File: src/rtl/mask_reseed_pkg.sv
package mask_reseed_pkg;

  localparam logic [2:0] SEL_EVERY = 3'b001;
  localparam logic [2:0] SEL_MID   = 3'b010;
  localparam logic [2:0] SEL_LONG  = 3'b100;

  // strobes issued by the control to the count/request datapath
  typedef struct packed {
    logic cntInc;
    logic cntClr;
    logic reqSet;
    logic reqClr;
  } strobe_t;

endpackage

File: src/rtl/mask_reseed_ctrl.sv
module mask_reseed_ctrl
  import mask_reseed_pkg::*;
(
  input  logic       clk,
  input  logic       rstN,
  input  logic       blockDone,
  input  logic       keyChange,
  input  logic       reseedTrig,
  input  logic       cfgWrite,
  input  logic [2:0] cfgInterval,
  input  logic       cfgKeyReseed,
  input  logic       cfgFreeze,
  input  logic       cfgLock,
  input  logic       reseedAck,
  input  logic       pendingQ,
  input  logic       termHit,
  output strobe_t    strobe,
  output logic [2:0] intervalQ,
  output logic       keyReseedQ,
  output logic       freezeQ,
  output logic       lockQ,
  output logic       prngAdvanceEn
);

  logic acceptBlock;
  logic ackLive;
  logic keyEvent;

  // configuration; lock guards the option bits and itself
  always_ff @(posedge clk or negedge rstN) begin
    if (!rstN) begin
      intervalQ  <= SEL_EVERY;
      keyReseedQ <= 1'b0;
      freezeQ    <= 1'b0;
      lockQ      <= 1'b0;
    end else if (cfgWrite) begin
      intervalQ <= cfgInterval;
      if (!lockQ) begin
        keyReseedQ <= cfgKeyReseed;
        freezeQ    <= cfgFreeze;
        lockQ      <= cfgLock;
      end
    end
  end

  always_comb begin
    acceptBlock   = blockDone && !pendingQ;
    ackLive       = reseedAck && pendingQ;
    keyEvent      = keyChange && keyReseedQ;
    strobe.cntInc = acceptBlock;
    strobe.cntClr = ackLive;
    strobe.reqSet = reseedTrig || keyEvent || (acceptBlock && termHit);
    strobe.reqClr = ackLive;
    prngAdvanceEn = acceptBlock && !freezeQ;
  end

endmodule

File: src/rtl/mask_reseed_dp.sv
module mask_reseed_dp
  import mask_reseed_pkg::*;
#(
  parameter int MID_BLOCKS  = 64,
  parameter int LONG_BLOCKS = 8192
) (
  input  logic       clk,
  input  logic       rstN,
  input  strobe_t    strobe,
  input  logic [2:0] intervalSel,
  output logic       pendingQ,
  output logic       termHit
);

  localparam int CNT_W = $clog2(LONG_BLOCKS + 1);
  localparam logic [CNT_W:0] LIM_ONE  = (CNT_W+1)'(1);
  localparam logic [CNT_W:0] LIM_MID  = (CNT_W+1)'(MID_BLOCKS);
  localparam logic [CNT_W:0] LIM_LONG = (CNT_W+1)'(LONG_BLOCKS);

  logic [CNT_W-1:0] countQ;
  logic [CNT_W:0]   limit;
  logic [CNT_W:0]   countNext;

  always_comb begin
    case (intervalSel)
      SEL_MID:  limit = LIM_MID;
      SEL_LONG: limit = LIM_LONG;
      default:  limit = LIM_ONE;
    endcase
    countNext = {1'b0, countQ} + (CNT_W+1)'(1);
    termHit   = countNext >= limit;
  end

  always_ff @(posedge clk or negedge rstN) begin
    if (!rstN) begin
      countQ <= '0;
    end else if (strobe.cntClr) begin
      countQ <= '0;
    end else if (strobe.cntInc && !termHit) begin
      countQ <= countNext[CNT_W-1:0];
    end else if (strobe.cntInc) begin
      countQ <= countQ;
    end
  end

  always_ff @(posedge clk or negedge rstN) begin
    if (!rstN) begin
      pendingQ <= 1'b0;
    end else if (strobe.reqSet) begin
      pendingQ <= 1'b1;
    end else if (strobe.reqClr) begin
      pendingQ <= 1'b0;
    end
  end

endmodule

File: src/rtl/mask_reseed_sched.sv
module mask_reseed_sched
  import mask_reseed_pkg::*;
#(
  parameter int MID_BLOCKS  = 64,
  parameter int LONG_BLOCKS = 8192
) (
  input  logic       clk,
  input  logic       rstN,
  input  logic       blockDone,
  input  logic       keyChange,
  input  logic       reseedTrig,
  input  logic       cfgWrite,
  input  logic [2:0] cfgInterval,
  input  logic       cfgKeyReseed,
  input  logic       cfgFreeze,
  input  logic       cfgLock,
  input  logic       reseedAck,
  output logic       reseedReq,
  output logic       prngAdvanceEn
);

  strobe_t    strobe;
  logic [2:0] intervalQ;
  logic       keyReseedQ;
  logic       freezeQ;
  logic       lockQ;
  logic       pendingQ;
  logic       termHit;

  mask_reseed_ctrl ctrl_i (
    .clk(clk), .rstN(rstN), .blockDone(blockDone), .keyChange(keyChange),
    .reseedTrig(reseedTrig), .cfgWrite(cfgWrite), .cfgInterval(cfgInterval),
    .cfgKeyReseed(cfgKeyReseed), .cfgFreeze(cfgFreeze), .cfgLock(cfgLock),
    .reseedAck(reseedAck), .pendingQ(pendingQ), .termHit(termHit),
    .strobe(strobe), .intervalQ(intervalQ), .keyReseedQ(keyReseedQ),
    .freezeQ(freezeQ), .lockQ(lockQ), .prngAdvanceEn(prngAdvanceEn)
  );

  mask_reseed_dp #(.MID_BLOCKS(MID_BLOCKS), .LONG_BLOCKS(LONG_BLOCKS)) dp_i (
    .clk(clk), .rstN(rstN), .strobe(strobe), .intervalSel(intervalQ),
    .pendingQ(pendingQ), .termHit(termHit)
  );

  assign reseedReq = pendingQ;

endmodule

File: config.mk
export PLATFORM = sky130hd
export DESIGN_NAME = mask_reseed_sched
export DESIGN_NICKNAME = d
export VERILOG_FILES = /design/src/rtl/mask_reseed_pkg.sv /design/src/rtl/mask_reseed_ctrl.sv /design/src/rtl/mask_reseed_dp.sv /design/src/rtl/mask_reseed_sched.sv
export SDC_FILE = /design/constraint.sdc
export NUM_CORES = 1
export LEC_CHECK = 0
export BUFFER_PORTS_ARGS = -buffer_cell sky130_fd_sc_hd__buf_2
export CORE_MARGIN = 2
export CORE_UTILIZATION = 31
export CTS_BUF_LIST = sky130_fd_sc_hd__clkbuf_16
export DETAILED_ROUTE_END_ITERATION = 7
export GPL_TIMING_DRIVEN = 0
export HOLD_SLACK_MARGIN = 0.08
export SKIP_CTS_REPAIR_TIMING = 1
export SLEW_MARGIN = 0
export SYNTH_ARGS = -nofsm -noshare
export SYNTH_HDL_FRONTEND = slang
export SYNTH_SLANG_ARGS = --single-unit
File: constraint.sdc
create_clock -name clk -period 3 [get_ports clk]
set_clock_uncertainty 0.15 [all_clocks]
set_input_delay 0.6 -clock clk [delete_from_list [all_inputs] [get_ports clk]]
set_output_delay 0.6 -clock clk [all_outputs]
set_load 0.01 [all_outputs]
## Word-level counts from Yosys, hierarchy flattened

Cells that the tools add are included.

- Bits of input ports: 13
- Bits in registers: 21

- Eq/ne operators: 2
- Reductions and logical operators: 14
- Bitwise logic cells: 1
- Mux-type cells: 6
- Add/subtract/negate cells: 1
- Magnitude comparators: 1

Operators by type and width:

| operator | number |
|---|---|
| 14-bit 2-to-1 mux | 2 |
| 14-bit case mux with 2 select lines | 1 |
| 14-bit by 1-bit adder with 15-bit output, second input constant | 1 |
| 15-bit by 14-bit >= comparator with 1-bit output | 1 |
| 1-bit logical AND | 6 |
| 2-bit nonzero test | 2 |
| 3-bit by 2-bit == test with 1-bit output, second input constant | 1 |
| 3-bit == test, second input constant | 1 |
| 1-bit logical NOT | 3 |
| 1-bit 2-to-1 mux | 3 |
| 1-bit logical OR | 2 |
| 2-bit AND reduction | 1 |
| 1-bit inverter | 1 |

## Logic depth before layout (Yosys ltp)

- Depth after elaboration: 7
- Depth in mapped cells: 14
- Mapped depth without buffers: 10

## Modules after synthesis

From an unflattened synthesis, not the netlist that was laid out.

- Cells, all modules: 154
- Area, all modules: 1422.6 um2

By module, submodules not included:

| module | area an instance (um2) | sequential area each (um2) | times used | cells an instance |
|---|---|---|---|---|
| mask_reseed_dp | 1133.6 | 375.4 | 1 | 134 |
| mask_reseed_ctrl | 289.0 | 151.4 | 1 | 20 |

## Least setup slack after synthesis

Ideal clock, no wire load.

- Kind: reg-to-reg
- Start point: register dp_i.countQ[4]
- End point: register dp_i.countQ[8]
- Required time: 2724 ps
- Setup slack: -132 ps
- Library setup time: 126 ps
- Stages on the path, launching flop included: 15
- Arrival: 2856 ps
- Cell sequence: dfrtp_1 buf_4 and4_1 buf_4 nand2_1 nor3_1 xor2_1 ha_1 a21oi_1 o31ai_1 or3b_1 buf_2 or2_0 buf_6 a311o_1

- Longest elaborated chain between the ends: 5

Ends and longest elaborated chain:

| element | RTL line | RTL |
|---|---|---|
| start, declared | mask_reseed_dp.sv:20 | `logic [CNT_W-1:0] countQ;` |
| start signal, assigned | mask_reseed_dp.sv:40 | `countQ <= countNext[CNT_W-1:0];` |
| start signal, assigned | mask_reseed_dp.sv:42 | `countQ <= countQ;` |
| 14-bit by 1-bit adder with 15-bit output * | mask_reseed_dp.sv:30 | `countNext = {1'b0, countQ} + (CNT_W+1)'(1);` |
| 15-bit by 14-bit >= comparator with 1-bit output | mask_reseed_dp.sv:31 | `termHit = countNext >= limit;` |
| 1-bit logical NOT | mask_reseed_dp.sv:39 | `end else if (strobe.cntInc && !termHit) begin` |
| 1-bit logical AND | mask_reseed_dp.sv:39 |  |
| 2-bit nonzero test (no source line) | n/a |  |

Mark *: on every way between the ends. The rest lies on a longest branch, timed or not. The select of a mux whose other input is x is not followed.
A chain may end at the register's enable or synchronous reset.

## Worst setup path after layout

- Start point: register dp_i.countQ[3]
- End point: register dp_i.countQ[8]

Same word-level chain as after synthesis.

==> flow_metrics.env <==
export IMPL_arrival_ns=3.21
export IMPL_critPathCaptureType="register"
export IMPL_numClockSinks=21
export IMPL_cts_root_buf="clkbuf_16"
export IMPL_yosys_area_share_simple_pct=26.45
export IMPL_setup_viol=14
export IMPL_critical_path_required_ns=2.99
export IMPL_clock_path_buffers=2
export IMPL_path_class="reg2reg"
export IMPL_h_tree_depth=1
export IMPL_yosysSeqAreaShare_pct=34.79
export IMPL_drc=0
export IMPL_cp_max_fo=9
export IMPL_grt_pass1_wl_um=6168
export IMPL_crit_path_max_incr_delay_ns=0.40
export IMPL_hold_class="in2async"
export IMPL_tritoncts="yes"
export IMPL_cts_made_buffers=3
export IMPL_antenna_left=0
export IMPL_grt_use_total_pct=14.78
export IMPL_cp_buffers_inverters=4
export IMPL_hold_ws_ns=0.1413
export IMPL_vias=1400
export IMPL_drt_wl_total_um=3937
export IMPL_timing_final_ws_setup_ns=-0.2177
export IMPL_start_kind="register"
export IMPL_fin_nets=222
export IMPL_maxCapViolCount=0
export IMPL_syn_area_per_cell_um2=8.802
export IMPL_fin_util_pct=42.62
export IMPL_cpMostUsedCell="buf_6"
export IMPL_reg2reg_from="dp_i.countQ[3]$_DFFE_PN0P_"
export IMPL_synth_compound_area_share_pct=17.02
export IMPL_synth_top_family_by_area="simple AND/OR/NAND/NOR gates"
export IMPL_ir_worst_vdd_mv=0.2731
export IMPL_place_hpwl_um=2555
export IMPL_clock_latency_ns=0.26
export IMPL_synth_edf_count=0
export IMPL_syn_num_nets=190
export IMPL_slowest_stage="or3b_1"
export IMPL_r2r_cells=14
export IMPL_drive_gt1_share_pct=36.45
export IMPL_die_h_um=73.89
export IMPL_yosysWarnings=0
export IMPL_synth_cell_types=48
export IMPL_synth_xor_area_share_pct=4.050
export IMPL_die_x_um=73.89
export IMPL_timing_final_hold_violations=0
export IMPL_reg2reg_to="dp_i.countQ[8]$_DFFE_PN0P_"
export IMPL_n_antenna_cell=0
export IMPL_gp_congestion=0.8715
export IMPL_die_area_um2=5459
export IMPL_path_clk_slew_ns=0.06
export IMPL_synth_flop_cell="dfrtp_1"
export IMPL_power_density_nw_per_um2=363.3
export IMPL_tightest_slew_ns=0.5705
export IMPL_post_route_period_util_pct=107.3
export IMPL_drv_slew=0
export IMPL_nFillCells=485
export IMPL_vias_per_cell=5.185
export IMPL_p_leak_uw=0.0008385
export IMPL_antenna_found_initial=0
export IMPL_status="finished, violations left"
export IMPL_path_cells="buf_6 -> and4_1 -> buf_6 -> nand2_4 -> nor3_4 -> xor2_1 -> ha_2 -> a21oi_2 -> o31ai_2 -> or3b_1 -> buf_6 -> or2_0 -> buf_6 -> a311o_1"
export IMPL_grt_max_degree=22
export IMPL_max_slew_margin_rel_pct=61.96
export IMPL_drt_iter0_markers=74
export IMPL_violations="negative setup slack"
export IMPL_grt_pass1_vias=1278
export IMPL_reg2reg_setup_slack_ns=-0.22
export IMPL_ys_async_sr_fraction_pct=100.0
export IMPL_crit_path_start="dp_i.countQ[3]$_DFFE_PN0P_"
export IMPL_initial_core_util_pct=32.05
export IMPL_syn_area_um2=1514
export IMPL_fin_crit_ns=3.218
export IMPL_synth_adder_area_share_pct=4.132
export IMPL_synthesis_instances=172
export IMPL_ys_ff_latch=21
export IMPL_synth_area_mux_share_pct=7.025
export IMPL_num_rows=25
export IMPL_placement_io_buffers=14
export IMPL_grt_overflow_total=0
export IMPL_io_pins=15
export IMPL_core_um2=4723
export IMPL_syn2layout_area_growth_pct=32.98
export IMPL_clock_fmax_mhz=310.8
export IMPL_dr_pass1_iters=4
export IMPL_routedWlPerCell_um=14.58
export IMPL_cp_top_family="simple AND/OR/NAND/NOR gates"
export IMPL_rsz0062_at_grt="true"
through the flow:
stage	total power [uW]	worst slack (ns)	TNS [ns]	cell area [um^2]	cells
final	731.4	-0.2177	-1.879	2013	270
after global routing	758.6	-0.3774	-4.152	2013	270
after CTS	692.1	-0.4362	-3.633	1777	257
after detailed placement	396.6	-0.4029	-2.957	1694	253
after global placement	393.9	-0.3368	-2.568	1694	253
after floorplan	359.7	-0.009452	-0.009452	1540	172
cell usage after synthesis (all sizes together), types with 2 or more instances:
| library cell | instances | share of area, % |
|---|---|---|
| nand2 | 18 | 4.5 |
| dfrtp | 20 | 33 |
| nor2 | 12 | 3.0 |
| o22ai | 2 | 0.83 |
| nor2b | 3 | 1.2 |
| a311o | 2 | 1.3 |
| a21oi | 2 | 0.66 |
| mux2 | 7 | 5.7 |
| a31o | 3 | 1.7 |
| o31ai | 4 | 2.0 |
| ha | 5 | 4.1 |
| buf | 7 | 3.2 |
| and3 | 2 | 0.83 |
| a211oi | 5 | 2.5 |
| xnor2 | 4 | 2.3 |
| nor4 | 2 | 0.83 |
| o311ai | 3 | 2.2 |
| o21ai | 4 | 1.3 |
| inv | 6 | 1.5 |
| nor3 | 3 | 0.99 |
| or2 | 2 | 0.83 |
| or3 | 3 | 1.2 |
| a22oi | 2 | 0.99 |
| clkbuf | 7 | 1.8 |
| and2 | 3 | 1.2 |
| or4 | 3 | 1.5 |
| nand3 | 13 | 4.3 |
| xor2 | 3 | 1.7 |
| nand2b | 3 | 1.2 |
| nand4 | 6 | 2.5 |
| mux2i | 2 | 1.3 |
flip-flops by register name (all words and copies together) (netlist names):
register / count
ctrl_i.freezeQ: 1
ctrl_i.keyReseedQ: 1
dp_i.countQ: 14
ctrl_i.lockQ: 1
ctrl_i.intervalQ: 3
dp_i.pendingQ: 1
layer usage:
| metal | up-vias | global-route usage [%] | part of all wire [%] |
|---|---|---|---|
| met1 | 676 | 19.10 | 46 |
| li1 | 699 | - | - |
| met4 | 0 | 6.465 | 2.0 |
| met2 | 19 | 24.21 | 50 |
| met3 | 6 | 2.332 | 2.0 |
| met5 | - | 0 | 0 |
power by group:
| group | internal (uW) | switching, uW | leakage, uW |
|---|---|---|---|
| Combinational | 59.3 | 66.6 | 0.000531 |
| Clock | 181 | 116 | 0.0000371 |
| Sequential | 297 | 11.8 | 0.000270 |
cells in the final DEF, fill, tap and decap left out, drive strengths merged, types with 3 or more instances in the layout:
cell type / n
nand2b: 3
nand3: 13
xnor2: 4
nor2b: 3
o21ai: 4
buf: 37
a31o: 3
a211oi: 5
nand4: 6
o31ai: 4
o311ai: 3
ha: 5
inv: 6
dfrtp: 20
nand2: 18
or3: 3
nor3: 3
clkbuf: 7
nor2: 12
mux2: 7
and2: 3
xor2: 3
or4: 3
worst max-delay path by stage:
| stage | endpoint | slack, ns | cells after the start |
|---|---|---|---|
| floorplan | dp_i.countQ[8]$_DFFE_PN0P_ | -0.009 | 14 |
| global placement | dp_i.countQ[5]$_DFFE_PN0P_ | -0.34 | 12 |
| detailed placement | dp_i.countQ[5]$_DFFE_PN0P_ | -0.40 | 12 |
| CTS | dp_i.countQ[10]$_DFFE_PN0P_ | -0.44 | 13 |
| global route | dp_i.countQ[8]$_DFFE_PN0P_ | -0.38 | 14 |
| finish | dp_i.countQ[8]$_DFFE_PN0P_ | -0.22 | 14 |
cell type report:
class / count / area, um^2 / area share, %
clock buffer: 3 / 75.07 / 3.729
timing repair buffer: 29 / 183.9 / 9.136
tap: 67 / 83.83 / 4.164
buffer: 12 / 97.59 / 4.848
sequential: 21 / 528.0 / 26.23
clock inverter: 1 / 7.507 / 0.3729
multi-input combinational: 131 / 1015 / 50.40
inverter: 6 / 22.52 / 1.119
kinds of logic (layout without fill, tap and decap cells):
group | count (synthesis) | count (layout)
mux | 9 | 9
fa+ha+maj | 5 | 5
simple gates | 77 | 77
buf+inv | 20 | 51
flops | 21 | 21
xor+xnor | 7 | 7
compound gates | 33 | 33
(Power assumes the default switching activity.)
